## src/rtl/rdl_pkg.sv

```systemverilog
package rdl_pkg;
    typedef enum logic [2:0] {
        S_IDLE,
        S_DREQ,
        S_DWAIT,
        S_STREAM,
        S_THROT,
        S_SREQ,
        S_SWAIT,
        S_DONE
    } rdl_state_e;

    localparam int CFG_WRAP_BIT = 0;
    localparam int CFG_STOP_BIT = 1;
    localparam int CFG_ALG_LSB  = 12;
    localparam int BLK_BYTES    = 64;
    localparam int DESC_BYTES   = 16;
    localparam int WORD_BYTES   = 4;

    // context field slots (main-descriptor order)
    localparam logic [1:0] FLD_ADDR = 2'd0;
    localparam logic [1:0] FLD_CFG  = 2'd1;
    localparam logic [1:0] FLD_CTRL = 2'd2;
    localparam logic [1:0] FLD_NEXT = 2'd3;
endpackage

```

## src/rtl/rdl_throttle.sv

```systemverilog
module rdl_throttle #(
    parameter int BW_W = 3
) (
    input  logic            clk,
    input  logic            rst_n,
    input  logic [BW_W-1:0] bw_sel,
    input  logic            arm,
    output logic            expired
);
    localparam int CNT_W = (1 << BW_W);

    logic [CNT_W-1:0] cnt;

    always_ff @(posedge clk or negedge rst_n) begin
        if (!rst_n) begin
            cnt <= '0;
        end else if (arm) begin
            cnt <= (CNT_W'(1) << bw_sel) - CNT_W'(1);
        end else if (cnt != '0) begin
            cnt <= cnt - CNT_W'(1);
        end
    end

    assign expired = (cnt == '0);
endmodule

```

## src/rtl/rdl_ctx.sv

```systemverilog
module rdl_ctx
    import rdl_pkg::*;
#(
    parameter int ADDR_W = 32,
    parameter int DATA_W = 32,
    parameter int SIZE_W = 16
) (
    input  logic              clk,
    input  logic              rst_n,
    input  logic              ld_en,
    input  logic [1:0]        ld_field,
    input  logic [DATA_W-1:0] ld_word,
    input  logic              adv,
    output logic [ADDR_W-1:0] area_addr,
    output logic [SIZE_W-1:0] area_rem,
    output logic              cfg_wrap,
    output logic              cfg_stop,
    output logic [1:0]        cfg_alg,
    output logic [ADDR_W-1:0] sec_ptr
);
    always_ff @(posedge clk or negedge rst_n) begin
        if (!rst_n) begin
            area_addr <= '0;
            area_rem  <= '0;
            cfg_wrap  <= 1'b0;
            cfg_stop  <= 1'b0;
            cfg_alg   <= '0;
            sec_ptr   <= '0;
        end else if (ld_en) begin
            unique case (ld_field)
                FLD_ADDR: area_addr <= ld_word[ADDR_W-1:0];
                FLD_CFG: begin
                    cfg_wrap <= ld_word[CFG_WRAP_BIT];
                    cfg_stop <= ld_word[CFG_STOP_BIT];
                    cfg_alg  <= ld_word[CFG_ALG_LSB +: 2];
                end
                FLD_CTRL: area_rem <= ld_word[SIZE_W-1:0];
                FLD_NEXT: sec_ptr  <= ld_word[ADDR_W-1:0];
            endcase
        end else if (adv) begin
            area_addr <= area_addr + ADDR_W'(BLK_BYTES);
            if (area_rem != '0) area_rem <= area_rem - SIZE_W'(1);
        end
    end
endmodule

```

## src/rtl/rdl_seq.sv

```systemverilog
module rdl_seq
    import rdl_pkg::*;
#(
    parameter int ADDR_W      = 32,
    parameter int DATA_W      = 32,
    parameter int SIZE_W      = 16,
    parameter int BW_W        = 3,
    parameter int NUM_REGIONS = 4,
    localparam int REG_W      = (NUM_REGIONS > 1) ? $clog2(NUM_REGIONS) : 1
) (
    input  logic              clk,
    input  logic              rst_n,
    input  logic              start,
    input  logic [ADDR_W-1:0] list_base,
    input  logic [BW_W-1:0]   bw_sel,
    output logic              mem_req,
    output logic [ADDR_W-1:0] mem_addr,
    input  logic              mem_rvalid,
    input  logic [DATA_W-1:0] mem_rdata,
    output logic              blk_valid,
    input  logic              blk_ready,
    output logic [ADDR_W-1:0] blk_addr,
    output logic [1:0]        blk_alg,
    output logic              blk_first,
    output logic              blk_last,
    output logic              dig_done,
    output logic [REG_W-1:0]  dig_region,
    output logic [1:0]        dig_alg,
    output logic              busy
);
    rdl_state_e state, state_nx;

    logic [ADDR_W-1:0] desc_ptr, fetch_ptr;
    logic [1:0]        widx;
    logic [REG_W-1:0]  region;
    logic              first_pend;

    logic [ADDR_W-1:0] area_addr, sec_ptr;
    logic [SIZE_W-1:0] area_rem;
    logic              cfg_wrap, cfg_stop;
    logic [1:0]        cfg_alg;
    logic              thr_expired;

    logic       ld_en, adv, thr_arm, area_end, wrap_now;
    logic [1:0] ld_field;

    assign ld_en    = ((state == S_DWAIT) || (state == S_SWAIT)) && mem_rvalid;
    assign ld_field = (state == S_DWAIT) ? widx :
                      (widx == 2'd0) ? FLD_ADDR :
                      (widx == 2'd1) ? FLD_CTRL : FLD_NEXT;
    assign adv      = (state == S_STREAM) && blk_ready;
    assign area_end = (area_rem == '0);
    assign thr_arm  = adv && !area_end;
    assign wrap_now = cfg_wrap || (region == REG_W'(NUM_REGIONS - 1));

    rdl_ctx #(.ADDR_W(ADDR_W), .DATA_W(DATA_W), .SIZE_W(SIZE_W)) u_ctx (
        .clk      (clk),
        .rst_n    (rst_n),
        .ld_en    (ld_en),
        .ld_field (ld_field),
        .ld_word  (mem_rdata),
        .adv      (adv),
        .area_addr(area_addr),
        .area_rem (area_rem),
        .cfg_wrap (cfg_wrap),
        .cfg_stop (cfg_stop),
        .cfg_alg  (cfg_alg),
        .sec_ptr  (sec_ptr)
    );

    rdl_throttle #(.BW_W(BW_W)) u_thr (
        .clk    (clk),
        .rst_n  (rst_n),
        .bw_sel (bw_sel),
        .arm    (thr_arm),
        .expired(thr_expired)
    );

    // state register
    always_ff @(posedge clk or negedge rst_n) begin
        if (!rst_n) state <= S_IDLE;
        else        state <= state_nx;
    end

    // next-state logic
    always_comb begin
        state_nx = state;
        unique case (state)
            S_IDLE:  if (start) state_nx = S_DREQ;
            S_DREQ:  state_nx = S_DWAIT;
            S_DWAIT: if (mem_rvalid) state_nx = (widx == 2'd3) ? S_STREAM : S_DREQ;
            S_STREAM: if (blk_ready) begin
                if (!area_end)             state_nx = (bw_sel != '0) ? S_THROT : S_STREAM;
                else if (sec_ptr != '0)    state_nx = S_SREQ;
                else                       state_nx = S_DONE;
            end
            S_THROT: if (thr_expired) state_nx = S_STREAM;
            S_SREQ:  state_nx = S_SWAIT;
            S_SWAIT: if (mem_rvalid) state_nx = (widx == 2'd2) ? S_STREAM : S_SREQ;
            S_DONE:  state_nx = cfg_stop ? S_IDLE : S_DREQ;
        endcase
    end

    // walk pointers and counters
    always_ff @(posedge clk or negedge rst_n) begin
        if (!rst_n) begin
            desc_ptr   <= '0;
            fetch_ptr  <= '0;
            widx       <= '0;
            region     <= '0;
            first_pend <= 1'b0;
        end else begin
            unique case (state)
                S_IDLE: if (start) begin
                    desc_ptr  <= list_base;
                    fetch_ptr <= list_base;
                    widx      <= '0;
                    region    <= '0;
                end
                S_DWAIT: if (mem_rvalid) begin
                    fetch_ptr <= fetch_ptr + ADDR_W'(WORD_BYTES);
                    widx      <= widx + 2'd1;
                    if (widx == 2'd3) first_pend <= 1'b1;
                end
                S_STREAM: if (blk_ready) begin
                    first_pend <= 1'b0;
                    if (area_end && sec_ptr != '0) begin
                        fetch_ptr <= sec_ptr;
                        widx      <= '0;
                    end
                end
                S_SWAIT: if (mem_rvalid) begin
                    fetch_ptr <= fetch_ptr + ADDR_W'(WORD_BYTES);
                    widx      <= (widx == 2'd2) ? 2'd0 : widx + 2'd1;
                end
                S_DONE: begin
                    widx <= '0;
                    if (wrap_now) begin
                        desc_ptr  <= list_base;
                        fetch_ptr <= list_base;
                        region    <= '0;
                    end else begin
                        desc_ptr  <= desc_ptr + ADDR_W'(DESC_BYTES);
                        fetch_ptr <= desc_ptr + ADDR_W'(DESC_BYTES);
                        region    <= region + REG_W'(1);
                    end
                end
                default: ;
            endcase
        end
    end

    // outputs
    always_comb begin
        mem_req    = (state == S_DREQ) || (state == S_SREQ);
        mem_addr   = fetch_ptr;
        blk_valid  = (state == S_STREAM);
        blk_addr   = area_addr;
        blk_alg    = cfg_alg;
        blk_first  = first_pend;
        blk_last   = area_end && (sec_ptr == '0);
        dig_done   = (state == S_DONE);
        dig_region = region;
        dig_alg    = cfg_alg;
        busy       = (state != S_IDLE);
    end
endmodule

```

## config.mk

```make
export PLATFORM = sky130hd
export DESIGN_NAME = rdl_seq
export DESIGN_NICKNAME = d
export VERILOG_FILES = /design/src/rtl/rdl_pkg.sv /design/src/rtl/rdl_throttle.sv /design/src/rtl/rdl_ctx.sv /design/src/rtl/rdl_seq.sv
export SDC_FILE = /design/constraint.sdc
export NUM_CORES = 1
export LEC_CHECK = 0
export ABC_AREA = 1
export CAP_MARGIN = 15
export CORE_UTILIZATION = 50
export DETAILED_ROUTE_END_ITERATION = 12
export DONT_BUFFER_PORTS = 1
export GPL_TIMING_DRIVEN = 0
export PLACE_DENSITY_LB_ADDON = 0.3
export SETUP_SLACK_MARGIN = 0.05
export SLEW_MARGIN = 0
export SYNTH_ARGS = -nofsm -noshare
export SYNTH_HDL_FRONTEND = slang
export SYNTH_SLANG_ARGS = --single-unit
```

## constraint.sdc

```tcl
create_clock -name clk -period 1.9 [get_ports clk]
set_input_delay 0.285 -clock clk [delete_from_list [all_inputs] [get_ports clk]]
set_output_delay 0.285 -clock clk [all_outputs]
set_load 0.05 [all_outputs]
```

[After elaboration in Yosys (flattened, before gate mapping)]
Cells that the tools add are included.
Word-level totals
  register bits: 164
  logic and storage cells: 127
Operators by class
  add/subtract/negate cells: 8
  equal/unequal tests: 24
  shift-type cells: 1
  mux-type cells: 44
  reductions and logical operators: 37
Operators with widths (count)
  $mux 32: 8
  $pmux 32 s4: 1
  $mux 16: 4
  $pmux 32 s2: 1
  $add 32x3->32 const B: 1
  $add 32x5->32 const B: 1
  $add 32x7->32 const B: 1
  $logic_not 32->1: 1
  $reduce_bool 32->1: 1
  $mux 3: 8
  $pmux 3 s8: 1
  $mux 2: 11
  $logic_not 16->1: 1
  $mux 8: 2
  $reduce_bool 16->1: 1
  $sub 16x1->16 const B: 1
  $eq 3x3->1 const B: 4
  $ne 2x1->1 const B: 6
  $eq 2x2->1 const B: 5
  $pmux 2 s5: 1
  $reduce_and 5->1: 2
  $reduce_bool 2->1: 5
  $logic_not 8->1: 1
  $ne 2x2->1 const B: 4
  24 further kinds: 42

[Longest topological paths before layout]
  depth after elaboration: 7
  depth in mapped cells: 13
  gate-level depth less buffers: 12

[Hierarchy]
Synthesis repeated with hierarchy kept, for this count alone.
Second synthesis, totals
  cell total of the unflattened synthesis: 1755
  area, all modules: 11327.1 um^2
Modules (own cells, without submodules)
  rdl_seq: instances 1, cells each 1013, area each 5959.5 um^2
  rdl_ctx: instances 1, cells each 645, area each 4677.0 um^2
  rdl_throttle: instances 1, cells each 97, area each 690.7 um^2

[Least setup slack after synthesis]
Ideal clock, no wire load.
  kind: register to output
  start point: register u_ctx.area_rem[0]
  end point: output blk_last
  data arrival time: 2376 ps
  setup slack: -761 ps
  stages on the path, launching flop included: 7
  buffers on the path: 0
  cells stage by stage: dfrtp_1 > inv_1 > ha_1 > inv_1 > nor2_1 > nand4_1 > nor4_1
On the way
  word-level cells in the longest chain between the ends: 2
Ends and longest elaborated chain
  from (decl): RTL line rdl_ctx.sv:15  | output logic [SIZE_W-1:0] area_rem,
  from (signal assigned): RTL line rdl_ctx.sv:37  | FLD_CTRL: area_rem <= ld_word[SIZE_W-1:0];
  from (signal assigned): RTL line rdl_ctx.sv:42  | if (area_rem != '0) area_rem <= area_rem - SIZE_W'(1);
  $logic_not 16->1: RTL line rdl_seq.sv:52  | assign area_end = (area_rem == '0);
  $logic_and 1x1->1: RTL line rdl_seq.sv:161  | blk_last = area_end && (sec_ptr == '0);
  to (decl): RTL line rdl_seq.sv:25  | output logic blk_last,
No other way between the ends.

[Worst setup path in the final report]
  start point: register u_ctx.area_rem[11]
  end point: output blk_last
Same word-level chain as after synthesis.

==> impl_metrics.env <==
export IMPL_status="finished, violations left"
export IMPL_violations="hold timing, setup timing"
export IMPL_async_reset_ff_share_pct=100.0
export IMPL_yosys_top_cells_count="nand2_1, nor2_1, dfrtp_1, inv_1, o21ai_0"
export IMPL_synth_area_per_cell_um2=6.582
export IMPL_synth_top_family_by_area="simple AND/OR/NAND/NOR gates"
export IMPL_start_util_pct=51.40
export IMPL_gp_congestion=0.9863
export IMPL_holdBufCountCts=19
export IMPL_final_seq_area_um2=4174
export IMPL_vdd_ir_drop_max_mv=1.136
export IMPL_cts_sinks=164
export IMPL_cts_tree="done"
export IMPL_critPathCaptureType="output port"
export IMPL_r2r_start="u_ctx.area_addr[12]"
export IMPL_yosys_area_top_type="dfrtp_1"
export IMPL_dpl_cell_count=1927
export IMPL_worstSkewPairLatency_ns=0.47
export IMPL_rrSetupSlack_ns=-0.30
export IMPL_place_ws_ns=-0.4708
export IMPL_dp_hpwl_um=27960
export IMPL_muxShareOfSynthArea_pct=0.8285
export IMPL_antenna_found_initial=1
export IMPL_dieArea_um2=22340
export IMPL_multi_input_area_um2=7687
export IMPL_io_buffers=0
export IMPL_grt_overflow=0
export IMPL_max_cap_violations=0
export IMPL_drive_gt1_share_pct=34.46
export IMPL_synth_area_um2=10870
export IMPL_vias=13520
export IMPL_synth_xor_area_share_pct=1.208
export IMPL_fill_cells=1354
export IMPL_ys_ff_latch=164
export IMPL_synth_cells=1652
export IMPL_via_per_inst=6.426
export IMPL_tightest_slew_ns=0.7674
export IMPL_synth_adder_area_share_pct=1.611
export IMPL_synth_edff_count=0
export IMPL_core_area_um2=21150
export IMPL_fin_worst_skew_ns=0.01658
export IMPL_r2r_cells=8
export IMPL_crit_path_end="blk_last"
export IMPL_layout_min_cycle_time_ns=2.421
export IMPL_timing_fmax_mhz=413.1
export IMPL_synth_top_cells_by_area="dfrtp_1, nand2_1, nor2_1, o21ai_0, nand3_1"
export IMPL_drt_first_pass_iters=7
export IMPL_relSlewSlack_pct=48.46
export IMPL_finalWirelength_um=49890
export IMPL_area_growth_pct=47.26
export IMPL_cts_buffers=17
export IMPL_cts_reportedPaths_clkPinSlew_ns=0.08
export IMPL_required_ns=1.62
export IMPL_cp_arrival_ns=2.14
export IMPL_hold_viol=164
export IMPL_die_width_um=149.5
export IMPL_critPathMaxFanout=2
export IMPL_layout_worst_path_cycle_share_pct=127.4
export IMPL_setup_viol=156
export IMPL_grt_pass1_vias=12040
export IMPL_synth_flop_cell="dfrtp_1"
export IMPL_synth_most_common_cell="nand2_1"
export IMPL_grt_pass1_wl_um=65070
export IMPL_grt_max_degree=165
export IMPL_r2r_end="u_ctx.area_addr[23]"
export IMPL_nNetsFinal=1901
export IMPL_syn_num_nets=1738
export IMPL_synth_cell_types=41
export IMPL_final_cells=2104
export IMPL_startpoint="u_ctx.area_rem[11]"
export IMPL_ys_seq_area_share_pct=37.74
export IMPL_ys_warn_count=0
export IMPL_p_leak_uw=0.007233
export IMPL_min_path_type="in2async"
export IMPL_die_h_um=149.5
export IMPL_row_count=53
export IMPL_fin_ws_ns=-0.5207
export IMPL_synth_compound_gate_area_share_pct=15.29
export IMPL_cp_start_kind="register"
export IMPL_drt_initial_drc_count=1663
export IMPL_critPathKind="reg2out"
export IMPL_grt_util_all_layers_pct=38.56
export IMPL_holdWs_ns=-0.4886
export IMPL_drc=0
export IMPL_powerDensity_nw_per_um2=1864
export IMPL_htreeDepth=4
export IMPL_wl_per_cell_um=23.71
export IMPL_yosysTopAreaCellShare_pct=37.74
export IMPL_drv_slew=0
export IMPL_rsz0062_at_grt="yes"
export IMPL_synthSimpleGateAreaFrac_pct=34.82
export IMPL_boundaryPins=148
export IMPL_cts_root_buf="clkbuf_16"
export IMPL_ctsLongestPathBuffers=2
export IMPL_drtAntennaViolNets=0
cell type report:
type | count | share of cell area [%]
Clock inverter | 14 | 0.9690
Timing Repair Buffer | 144 | 10.69
Buffer | 59 | 5.103
Inverter | 171 | 4.314
Antenna cell | 1 | 0.01563
Tap cell | 275 | 2.149
Clock buffer | 18 | 2.680
Multi-Input combinational cell | 1258 | 48.01
Sequential cell | 164 | 26.07
what timing repair did:
| action | in CTS | in global routing |
|---|---|---|
| endpoints found under the setup margin | 160 | 161 |
| setup buffers | 60 | 43 |
| hold endpoints to repair | 184 | 164 |
| gates resized for setup | 417 | 424 |
| cloned | 16 | 12 |
| pin swaps | 91 | 111 |
placed cells by master, fill, tap and decap left out, types with 43 or more instances in the layout:
cell / instances
o21ai_0: 55
buf_4: 51
nor2_1: 186
o21ai_2: 68
dfrtp_1: 124
nand2_2: 81
buf_6: 54
nor2_4: 43
nand3_1: 123
nand2_1: 349
inv_1: 149
flip-flops by register name, indices dropped and copies added, names as in the netlist:
name / cells
desc_ptr: 32
mem_addr: 32
u_ctx.area_addr: 32
u_ctx.sec_ptr: 32
u_ctx.area_rem: 16
u_thr.cnt: 8
state: 3
dig_region: 2
u_ctx.cfg_alg: 2
widx: 2
blk_first: 1
u_ctx.cfg_stop: 1
u_ctx.cfg_wrap: 1
metrics by stage:
step                total power (µW)  TNS [ns]  utilization, %  area (µm²)  hold WS [ns]
detailed placement             17930    -44.38           53.29       11270     -0.002548
global route                   31010    -31.38           75.68       16010       -0.4946
floorplan                      15240         0               -       10930      -0.01059
global placement               17700    -41.32           53.29       11270     -0.002488
finish                         29850    -26.75           75.69       16010       -0.4886
CTS                            24860    -5.178           66.60       14090       -0.4737
worst max-delay path: stages (launching register included):
cell and delay, ns:
dfrtp_1 0.42, nor2_2 0.16, nand3_1 0.10, inv_1 0.08
nand4_1 0.17, nor4_4 0.74
layer usage:
layer  global-route usage, %  share of wire [%]
met1                   45.51                 33
met2                   64.07                 46
met3                   9.299                 12
met4                   21.89                8.3
met5                       0                  0
worst min-delay path by stage:
stage,startpoint,to
detailed placement,rst_n,u_ctx.area_rem[2]
global route,rst_n,u_ctx.area_rem[4]
global placement,rst_n,u_ctx.area_rem[4]
CTS,rst_n,u_ctx.area_rem[2]
floorplan,rst_n,blk_first
finish,rst_n,u_ctx.area_rem[0]
power by group:
part / switching, µW / internal (µW) / total (µW)
registers: 4490 / 5090 / 9580
clock network: 1780 / 1880 / 3660
logic: 9560 / 7040 / 16600
total: 15800 / 14000 / 29900
cells by family after synthesis:
| group | after synthesis |
|---|---|
| simple gates | 918 |
| compound gates | 302 |
| buf+inv | 231 |
| flops | 164 |
| xor+xnor | 15 |
| fa+ha+maj | 14 |
| mux | 8 |
Power figures use the tool's default switching activity.
